## config.mk

```make
export PLATFORM = sky130hd
export DESIGN_NAME = fa_dma_channel
export DESIGN_NICKNAME = d
export VERILOG_FILES = /design/src/rtl/fa_dma_pkg.sv /design/src/rtl/fa_dma_dpath.sv /design/src/rtl/fa_dma_ctrl.sv /design/src/rtl/fa_dma_channel.sv
export SDC_FILE = /design/constraint.sdc
export NUM_CORES = 1
export LEC_CHECK = 0
export ABC_AREA = 1
export BUFFER_PORTS_ARGS = -buffer_cell sky130_fd_sc_hd__buf_2
export CAP_MARGIN = 10
export CORE_MARGIN = 2
export CORE_UTILIZATION = 39
export DETAILED_ROUTE_END_ITERATION = 10
export HOLD_SLACK_MARGIN = 0.15
export SLEW_MARGIN = 10
export SYNTH_ARGS = -nofsm -noshare
export SYNTH_HDL_FRONTEND = slang
export SYNTH_HIERARCHICAL = 1
export SYNTH_SLANG_ARGS = --single-unit
```

## constraint.sdc

```tcl
create_clock -name clk -period 2.51 [get_ports clk]
set_clock_uncertainty 0.05 [all_clocks]
set_input_delay 0.1255 -clock clk [delete_from_list [all_inputs] [get_ports clk]]
set_output_delay 0.1255 -clock clk [all_outputs]
set_load 0.01 [all_outputs]
```

## src/rtl/fa_dma_pkg.sv

```systemverilog
package fa_dma_pkg;

  localparam int SEL_W = 4;

  localparam logic [2:0] REG_SRC  = 3'd0;
  localparam logic [2:0] REG_DST  = 3'd1;
  localparam logic [2:0] REG_CNT  = 3'd2;
  localparam logic [2:0] REG_BSZ  = 3'd3;
  localparam logic [2:0] REG_CFG  = 3'd4;
  localparam logic [2:0] REG_CTRL = 3'd5;

  typedef enum logic [1:0] {
    AM_FIXED = 2'd0,
    AM_INC   = 2'd1,
    AM_DEC   = 2'd2,
    AM_HOLD  = 2'd3
  } addrMode_e;

  // configuration word, bit 0 at the bottom
  typedef struct packed {
    logic [SEL_W-1:0] srcSel;
    logic             clrSrc;
    logic             irqEn;
    logic             fullAddr;
    logic             blockEn;
    addrMode_e        dstMode;
    addrMode_e        srcMode;
    logic             unitWord;
  } chanCfg_t;

  // control -> datapath strobes
  typedef struct packed {
    logic doRead;
    logic doWrite;
    logic firstUnit;
  } xferStb_t;

endpackage

```

## src/rtl/fa_dma_dpath.sv

```systemverilog
module fa_dma_dpath
  import fa_dma_pkg::*;
#(
  parameter int ADDR_W = 16,
  parameter int DATA_W = 16,
  parameter int REG_W  = 16
) (
  input  logic              clk,
  input  logic              rstN,
  input  logic              wrSrc,
  input  logic              wrDst,
  input  logic [REG_W-1:0]  wdata,
  input  xferStb_t          stb,
  input  logic              unitWord,
  input  addrMode_e         srcMode,
  input  addrMode_e         dstMode,
  input  logic [DATA_W-1:0] memRdata,
  output logic [ADDR_W-1:0] srcAddr,
  output logic [ADDR_W-1:0] dstAddr,
  output logic [ADDR_W-1:0] memAddr,
  output logic [DATA_W-1:0] memWdata
);

  localparam int NUM_PTR = 2;
  localparam logic [ADDR_W-1:0] STEP_BYTE = ADDR_W'(1);
  localparam logic [ADDR_W-1:0] STEP_WORD = ADDR_W'(2);

  logic [ADDR_W-1:0] stepSize;
  logic [DATA_W-1:0] dataLat;

  assign stepSize = unitWord ? STEP_WORD : STEP_BYTE;

  // slot 0 = source pointer, slot 1 = destination pointer
  for (genvar g = 0; g < NUM_PTR; g++) begin : slot
    logic [ADDR_W-1:0] areg;
    addrMode_e         mode;
    logic              adv;
    logic              load;

    assign mode = (g == 0) ? srcMode : dstMode;
    assign adv  = (g == 0) ? stb.doRead : stb.doWrite;
    assign load = (g == 0) ? wrSrc : wrDst;

    always_ff @(posedge clk or negedge rstN) begin
      if (!rstN) begin
        areg <= '0;
      end else if (load) begin
        areg <= wdata[ADDR_W-1:0];
      end else if (adv) begin
        case (mode)
          AM_INC:  areg <= areg + stepSize;
          AM_DEC:  areg <= areg - stepSize;
          default: areg <= areg;
        endcase
      end
    end
  end

  assign srcAddr = slot[0].areg;
  assign dstAddr = slot[1].areg;

  always_ff @(posedge clk or negedge rstN) begin
    if (!rstN) begin
      dataLat <= '0;
    end else if (stb.doRead) begin
      dataLat <= memRdata;
    end
  end

  assign memAddr  = stb.doWrite ? dstAddr : srcAddr;
  assign memWdata = unitWord ? dataLat : {{(DATA_W-8){1'b0}}, dataLat[7:0]};

  p_fixed_src_r4 : assert property (@(posedge clk) disable iff (!rstN)
    (stb.doRead && !wrSrc && (srcMode == AM_FIXED || srcMode == AM_HOLD)) |=> $stable(srcAddr))
    else $error("fixed source address moved");

  p_dst_quiet_r3 : assert property (@(posedge clk) disable iff (!rstN)
    (!stb.doWrite && !wrDst) |=> $stable(dstAddr))
    else $error("destination moved outside a write cycle");

endmodule

```

## src/rtl/fa_dma_ctrl.sv

```systemverilog
module fa_dma_ctrl
  import fa_dma_pkg::*;
#(
  parameter int CNT_W = 16,
  parameter int BSZ_W = 8,
  parameter int REG_W = 16
) (
  input  logic             clk,
  input  logic             rstN,
  input  logic             wrCnt,
  input  logic             wrBsz,
  input  logic             wrCfg,
  input  logic             wrCtrl,
  input  logic [REG_W-1:0] wdata,
  input  logic             reqSel,
  output chanCfg_t         cfg,
  output logic [CNT_W-1:0] cnt,
  output logic [BSZ_W-1:0] bsz,
  output logic             chanEn,
  output logic             masterEn,
  output logic             done,
  output xferStb_t         stb
);

  localparam int BLK_W   = BSZ_W + 1;
  localparam int CFG_W   = $bits(chanCfg_t);
  localparam logic [BLK_W-1:0] BLK_ONE  = BLK_W'(1);
  localparam logic [BLK_W-1:0] BLK_FULL = BLK_W'(1) << BSZ_W;
  localparam logic [CNT_W-1:0] CNT_ONE  = CNT_W'(1);

  typedef enum logic [1:0] {S_IDLE, S_READ, S_WRITE} state_e;

  state_e           state;
  logic [BLK_W-1:0] blkLeft;
  logic [BLK_W-1:0] blkLoad;
  logic             blockMode;
  logic             runOk;
  logic             lastUnit;
  logic             lastBlock;
  logic             firstRd;

  always_comb begin
    blockMode = cfg.fullAddr & cfg.blockEn;
    runOk     = chanEn & masterEn;
    if (!blockMode)       blkLoad = BLK_ONE;
    else if (bsz == '0)   blkLoad = BLK_FULL;
    else                  blkLoad = {1'b0, bsz};
    lastUnit  = (blkLeft == BLK_ONE);
    lastBlock = (cnt == CNT_ONE);
  end

  always_ff @(posedge clk or negedge rstN) begin
    if (!rstN) begin
      state    <= S_IDLE;
      cfg      <= '0;
      cnt      <= '0;
      bsz      <= '0;
      chanEn   <= 1'b0;
      masterEn <= 1'b0;
      done     <= 1'b0;
      blkLeft  <= '0;
      firstRd  <= 1'b0;
    end else begin
      firstRd <= 1'b0;
      if (wrCfg) cfg <= chanCfg_t'(wdata[CFG_W-1:0]);
      if (wrBsz) bsz <= wdata[BSZ_W-1:0];
      if (wrCnt) cnt <= wdata[CNT_W-1:0];
      if (wrCtrl) begin
        chanEn   <= wdata[0];
        masterEn <= wdata[1];
        done     <= 1'b0;
      end
      case (state)
        S_IDLE: begin
          if (runOk && reqSel) begin
            state   <= S_READ;
            blkLeft <= blkLoad;
            firstRd <= 1'b1;
          end
        end
        S_READ: state <= S_WRITE;
        S_WRITE: begin
          if (lastUnit) begin
            state <= S_IDLE;
            cnt   <= cnt - CNT_ONE;
            if (lastBlock) begin
              chanEn <= 1'b0;
              done   <= 1'b1;
            end
          end else begin
            blkLeft <= blkLeft - BLK_ONE;
            state   <= S_READ;
          end
        end
        default: state <= S_IDLE;
      endcase
    end
  end

  assign stb.doRead    = (state == S_READ);
  assign stb.doWrite   = (state == S_WRITE);
  assign stb.firstUnit = firstRd;

  p_idle_hold_r2 : assert property (@(posedge clk) disable iff (!rstN)
    (state == S_IDLE && !runOk) |=> (state == S_IDLE))
    else $error("transfer started while disabled");

  p_blk_bound_r7 : assert property (@(posedge clk) disable iff (!rstN)
    (state != S_IDLE) |-> (blkLeft != '0 && blkLeft <= BLK_FULL))
    else $error("block counter out of range");

  p_finish_r9 : assert property (@(posedge clk) disable iff (!rstN)
    (state == S_WRITE && lastUnit && lastBlock && !wrCtrl) |=> (!chanEn && done))
    else $error("channel not stopped at end of count");

  p_cfg_lock_r10 : assert property (@(posedge clk) disable iff (!rstN)
    chanEn |=> $stable(cfg))
    else $error("configuration changed while enabled");

endmodule

```

## src/rtl/fa_dma_channel.sv

```systemverilog
module fa_dma_channel
  import fa_dma_pkg::*;
#(
  parameter int ADDR_W = 16,
  parameter int DATA_W = 16,
  parameter int CNT_W  = 16,
  parameter int BSZ_W  = 8,
  parameter int REG_W  = 16
) (
  input  logic                 clk,
  input  logic                 rstN,
  input  logic                 regWe,
  input  logic [2:0]           regAddr,
  input  logic [REG_W-1:0]     regWdata,
  output logic [REG_W-1:0]     regRdata,
  input  logic [(1<<SEL_W)-1:0] reqIn,
  output logic [(1<<SEL_W)-1:0] srcClr,
  output logic                 memRe,
  output logic                 memWe,
  output logic                 memWord,
  output logic [ADDR_W-1:0]    memAddr,
  output logic [DATA_W-1:0]    memWdata,
  input  logic [DATA_W-1:0]    memRdata,
  output logic                 irq
);

  localparam int N_SRC = 1 << SEL_W;

  chanCfg_t          cfg;
  xferStb_t          stb;
  logic [CNT_W-1:0]  cnt;
  logic [BSZ_W-1:0]  bsz;
  logic              chanEn;
  logic              masterEn;
  logic              done;
  logic [ADDR_W-1:0] srcAddr;
  logic [ADDR_W-1:0] dstAddr;
  logic              cfgWrOk;
  logic              wrSrc, wrDst, wrCnt, wrBsz, wrCfg, wrCtrl;
  logic              reqSel;

  assign cfgWrOk = regWe & ~chanEn;
  assign wrSrc   = cfgWrOk && (regAddr == REG_SRC);
  assign wrDst   = cfgWrOk && (regAddr == REG_DST);
  assign wrCnt   = cfgWrOk && (regAddr == REG_CNT);
  assign wrBsz   = cfgWrOk && (regAddr == REG_BSZ);
  assign wrCfg   = cfgWrOk && (regAddr == REG_CFG);
  assign wrCtrl  = regWe && (regAddr == REG_CTRL);
  assign reqSel  = reqIn[cfg.srcSel];

  fa_dma_ctrl #(.CNT_W(CNT_W), .BSZ_W(BSZ_W), .REG_W(REG_W)) u_ctrl (
    .clk      (clk),
    .rstN     (rstN),
    .wrCnt    (wrCnt),
    .wrBsz    (wrBsz),
    .wrCfg    (wrCfg),
    .wrCtrl   (wrCtrl),
    .wdata    (regWdata),
    .reqSel   (reqSel),
    .cfg      (cfg),
    .cnt      (cnt),
    .bsz      (bsz),
    .chanEn   (chanEn),
    .masterEn (masterEn),
    .done     (done),
    .stb      (stb)
  );

  fa_dma_dpath #(.ADDR_W(ADDR_W), .DATA_W(DATA_W), .REG_W(REG_W)) u_dpath (
    .clk      (clk),
    .rstN     (rstN),
    .wrSrc    (wrSrc),
    .wrDst    (wrDst),
    .wdata    (regWdata),
    .stb      (stb),
    .unitWord (cfg.unitWord),
    .srcMode  (cfg.srcMode),
    .dstMode  (cfg.dstMode),
    .memRdata (memRdata),
    .srcAddr  (srcAddr),
    .dstAddr  (dstAddr),
    .memAddr  (memAddr),
    .memWdata (memWdata)
  );

  for (genvar i = 0; i < N_SRC; i++) begin : clrGen
    assign srcClr[i] = stb.firstUnit & cfg.clrSrc & (cfg.srcSel == SEL_W'(i));
  end

  assign memRe   = stb.doRead;
  assign memWe   = stb.doWrite;
  assign memWord = cfg.unitWord;
  assign irq     = done & cfg.irqEn;

  always_comb begin
    case (regAddr)
      REG_SRC:  regRdata = REG_W'(srcAddr);
      REG_DST:  regRdata = REG_W'(dstAddr);
      REG_CNT:  regRdata = REG_W'(cnt);
      REG_BSZ:  regRdata = REG_W'(bsz);
      REG_CFG:  regRdata = REG_W'(cfg);
      REG_CTRL: regRdata = REG_W'({done, masterEn, chanEn});
      default:  regRdata = '0;
    endcase
  end

  p_rw_pair_r3 : assert property (@(posedge clk) disable iff (!rstN)
    memRe |=> memWe)
    else $error("read not followed by write");

  p_clr_onehot_r11 : assert property (@(posedge clk) disable iff (!rstN)
    $onehot0(srcClr))
    else $error("more than one clear line");

  p_clr_on_read_r11 : assert property (@(posedge clk) disable iff (!rstN)
    (srcClr != '0) |-> memRe)
    else $error("clear pulse outside a read cycle");

endmodule

```

==> run summary <==
====================================================================================
Result of the run ..................................................... finished, final reports clean
Clock tree root buffer cell ........................................... sky130_fd_sc_hd__clkbuf_16
Global routing usage summed across all routing layers .................        26.1%
Worst IR Drop VDD .....................................................   0.000489 V
Slew Limit Fails ......................................................            0
First-pass GRT wire length ............................................    43,800 um
Number of cells on the worst reg-to-reg path ..........................           12
Clock tree sinks ......................................................          100
HPWL after detailed placement .........................................    21,000 um
Critical-path maximum fanout ..........................................           30
Warning count from the yosys run ......................................            6
Primary FF master, synth .............................................. sky130_fd_sc_hd__dfrtp_1
Vias in the first global route ........................................        8,090
Via density per instance ..............................................         5.30
Detailed router's first-iteration violation count .....................          647
Count of input and output buffers .....................................          121
Vias after detailed routing ...........................................        8,605
Library cells used by synthesis .......................................           43
Largest stage delay on the critical path ..............................      0.41 ns
Max Freq ..............................................................    0.423 GHz
Detail Route Antenna Nets .............................................            0
CP Class .............................................................. flip-flop to primary output
Buf/Inv on CP .........................................................            4
Share of power burned in combinational logic ..........................        51.1%
Number of rows created at floorplan ...................................           52
Net Sw Frac ...........................................................        49.2%
Syn-to-layout area delta ..............................................        18.6%
Clock network fraction of total power .................................        16.6%
Final design area excluding fillers ...................................     9420 um2
Cell area reported after detailed placement ...........................     8760 um2
Post-synthesis area per instance ......................................     6.58 um2
Post-CTS setup repair buffer count ....................................            0
Share of final-layout standard cells stronger than drive strength 1 ...        16.9%
Routed length per placed instance .....................................      17.3 um
Antenna violations before repair ......................................            0
Share of flip-flops with an asynchronous set or reset after synthesis .         100%
Net count of the mapped netlist .......................................        1,270
Total core area .......................................................   20,100 um2
Worst-case headroom to the max-slew limit .............................        64.7%
Vert. Die Dim .........................................................       147 um
Overall die area ......................................................   21,500 um2
Horiz. Die Dim ........................................................       147 um
Effective utilization at floorplan ....................................        39.5%
Power per unit of standard cell area ..................................   894 nW/um2
CTS tree ..............................................................          yes
Critical path launch point type .......................................    flip-flop
Power spent charging and discharging nets .............................      4140 uW
Cells traversed along the worst timing path ........................... inv_1, nand2_2, inv_4, buf_4, mux2_2, buf_2
Design internal power .................................................      4280 uW
Setup TNS Final .......................................................         0 ns
Worst-path clk slew ...................................................      0.06 ns
Leftover overflow at the end of global routing ........................            0
Worst hold path type .................................................. primary input to flip-flop
Crit path DAT .........................................................      2.19 ns
Crit path depth .......................................................            6
Source-to-sink clock delay at the later pin of the worst-skew pair ....      0.35 ns
Final #Nets ...........................................................        1,413
Clock Path Buffers ....................................................            2
Worst path top cell family by delay ................................... buffers and inverters
Flops & latches, synth ................................................          100
Number of enable-type register cells in the synthesized netlist .......            0
Register area share after synthesis ...................................        31.5%
Cell at the slowest stage of the critical path ........................ sky130_fd_sc_hd__mux2_2
Number of maximum-capacitance violations ..............................            0
Endpoint type of the worst setup path ................................. primary output
Instance count along the most critical hold path ......................            5
Total Wirelength ......................................................    28,000 um
Required time of the critical path ....................................      2.33 ns
Endpoints failing hold ................................................            0
Sequential power share ................................................        32.3%
Share of the clock period used by the worst path after layout .........        94.3%
RePlAce Congestion ....................................................        0.933
DRC errors left .......................................................            0
Maximum number of pins on one net before global-route repair ..........           54
Final setup viols .....................................................            0
Most frequent cells in the layout ..................................... sky130_fd_sc_hd__nand2_1, sky130_fd_sc_hd__inv_1, sky130_fd_sc_hd__nand3_1
I/O pin total .........................................................          122
Unrepaired setup endpoints after global routing .......................           no
CTS H-Tree Depth ......................................................            3
Final core utilization ................................................        46.8%
Slew at the pin closest to its max-slew limit .........................     0.529 ns
Inserted Diodes .......................................................            0
P_leak ................................................................   0.00502 uW
Commonest non-fill, non-tap cell in the layout ........................ sky130_fd_sc_hd__nand2_1
Synth Instances .......................................................        1,206
Number of optimization iterations in the first detailed-route pass ....            6
Min cycle time layout .................................................      2.37 ns
CTS buffer count ......................................................            9
Summed instance area of the synthesized netlist .......................     7940 um2
====================================================================================
==> path summary, 6_finish.rpt <==
check / endpoint / startpoint / slack, ns
max in group asynchronous: u_ctrl/cfg[0] / rstN / 0.63
min in group asynchronous: u_ctrl/cnt[12] / rstN / 0.67
hold reg to reg: u_ctrl/blkLeft[7] / u_ctrl/blkLeft[7] / 0.43
setup / recovery: memAddr[1] / u_ctrl/state[0] / 0.14
setup reg to reg: u_dpath/srcAddr[11] / u_ctrl/cfg[1] / 0.31
hold / removal: u_ctrl/chanEn / regAddr[2] / 0.31
==> power groups by stage <==
stage	Clock, uW	Sequential (uW)	Combinational (uW)
floorplan	0	2440	3090
global placement	0	2720	4140
detailed placement	0	2720	4160
CTS	1430	2700	4230
global route	1480	2770	4850
finish	1390	2720	4300
==> cell type report <==
type                            instances  area (um2)
Clock buffer                           15         278
Clock inverter                          1        5.00
Fill cell                            2104       10700
Inverter                              168         638
Multi-Input combinational cell        888        4480
Sequential cell                       100        2500
Tap cell                              270         338
Timing Repair Buffer                  182        1170
==> cell families (layout without fill, tap and decap cells) <==
group	after synthesis	after routing	share of synthesized area, %
AO/OA/AOI/OAI	160	160	12.3
XOR/XNOR	15	15	1.65
adder cells (fa/ha/maj)	10	10	1.77
buffers and inverters	218	366	12.1
flip-flops	100	100	31.5
multiplexers	33	33	4.67
AND/OR/NAND/NOR	670	670	36.0
==> registers in the layout, indices dropped and copies added (netlist names) <==
| signal | cells |
|---|---|
| u_ctrl/state | 2 |
| u_ctrl/done | 1 |
| u_ctrl/bsz | 8 |
| u_dpath/srcAddr | 16 |
| u_ctrl/chanEn | 1 |
| u_ctrl/masterEn | 1 |
| u_ctrl/cfg | 13 |
| u_dpath/dataLat | 16 |
| u_ctrl/blkLeft | 9 |
| u_ctrl/cnt | 16 |
| u_ctrl/firstRd | 1 |
| u_dpath/dstAddr | 16 |
==> metrics by stage <==
step / power (uW) / setup WS, ns / instances / hold slack (ns)
6_report: 8420 / 0.144 / 1624 / 0.309
5_1_grt: 9100 / 0.0217 / 1624 / 0.325
4_1_cts: 8360 / 0.146 / 1624 / 0.277
3_5_place_dp: 6880 / 0.347 / 1571 / -0.0252
3_3_place_gp: 6860 / 0.372 / 1571 / -0.0225
2_1_floorplan: 5530 / 0.457 / 1206 / -0.220
==> metal layers <==
metal / vias up / global-route usage (%) / share of wire, %
li1: 4173 / - / -
met1: 4071 / 35.4 / 44
met2: 331 / 42.2 / 46
met3: 30 / 6.16 / 8.4
met4: 0 / 6.21 / 1.7
met5: - / 0 / 0
==> repair_timing <==
action	CTS	global route
hold buffers	37	0
hold endpoints to repair	172	0
gates resized for setup	0	0
==> worst register-to-register path: stages (launching register included) <==
cell and delay (ns):
sky130_fd_sc_hd__dfrtp_1 0.42, sky130_fd_sc_hd__inv_2 0.26, sky130_fd_sc_hd__nand2_4 0.07, sky130_fd_sc_hd__nor2_1 0.18
sky130_fd_sc_hd__ha_1 0.26, sky130_fd_sc_hd__a21oi_1 0.18, sky130_fd_sc_hd__a21oi_1 0.12, sky130_fd_sc_hd__nand3_1 0.09
sky130_fd_sc_hd__nand2_1 0.13, sky130_fd_sc_hd__nand2_1 0.11, sky130_fd_sc_hd__nand3_1 0.07, sky130_fd_sc_hd__nand3_1 0.08
sky130_fd_sc_hd__nand2_1 0.05
==> synth_stat cells (5+ instances only) <==
cell type                  number  area [um2]
sky130_fd_sc_hd__clkbuf_1      11        41.3
sky130_fd_sc_hd__buf_2         14        70.1
sky130_fd_sc_hd__o21ai_0       69         345
sky130_fd_sc_hd__o21ai_1        7        35.0
sky130_fd_sc_hd__a22oi_1       23         173
sky130_fd_sc_hd__a41oi_1       12         105
sky130_fd_sc_hd__dfrtp_1      100        2500
sky130_fd_sc_hd__o221ai_1       5        43.8
sky130_fd_sc_hd__nand2_2        7        43.8
sky130_fd_sc_hd__a21oi_1       27         135
sky130_fd_sc_hd__mux2_2        32         360
sky130_fd_sc_hd__ha_1           8         100
sky130_fd_sc_hd__o211ai_1       5        37.5
sky130_fd_sc_hd__inv_2          7        26.3
sky130_fd_sc_hd__buf_6          5        56.3
sky130_fd_sc_hd__nand3_1      136         681
sky130_fd_sc_hd__xor2_1        12         105
sky130_fd_sc_hd__nor2_1       106         398
sky130_fd_sc_hd__buf_4         17         128
sky130_fd_sc_hd__nand2_1      388        1460
sky130_fd_sc_hd__nand4_1       16         100
sky130_fd_sc_hd__inv_1        159         597
Power figures use the tool's default switching activity.
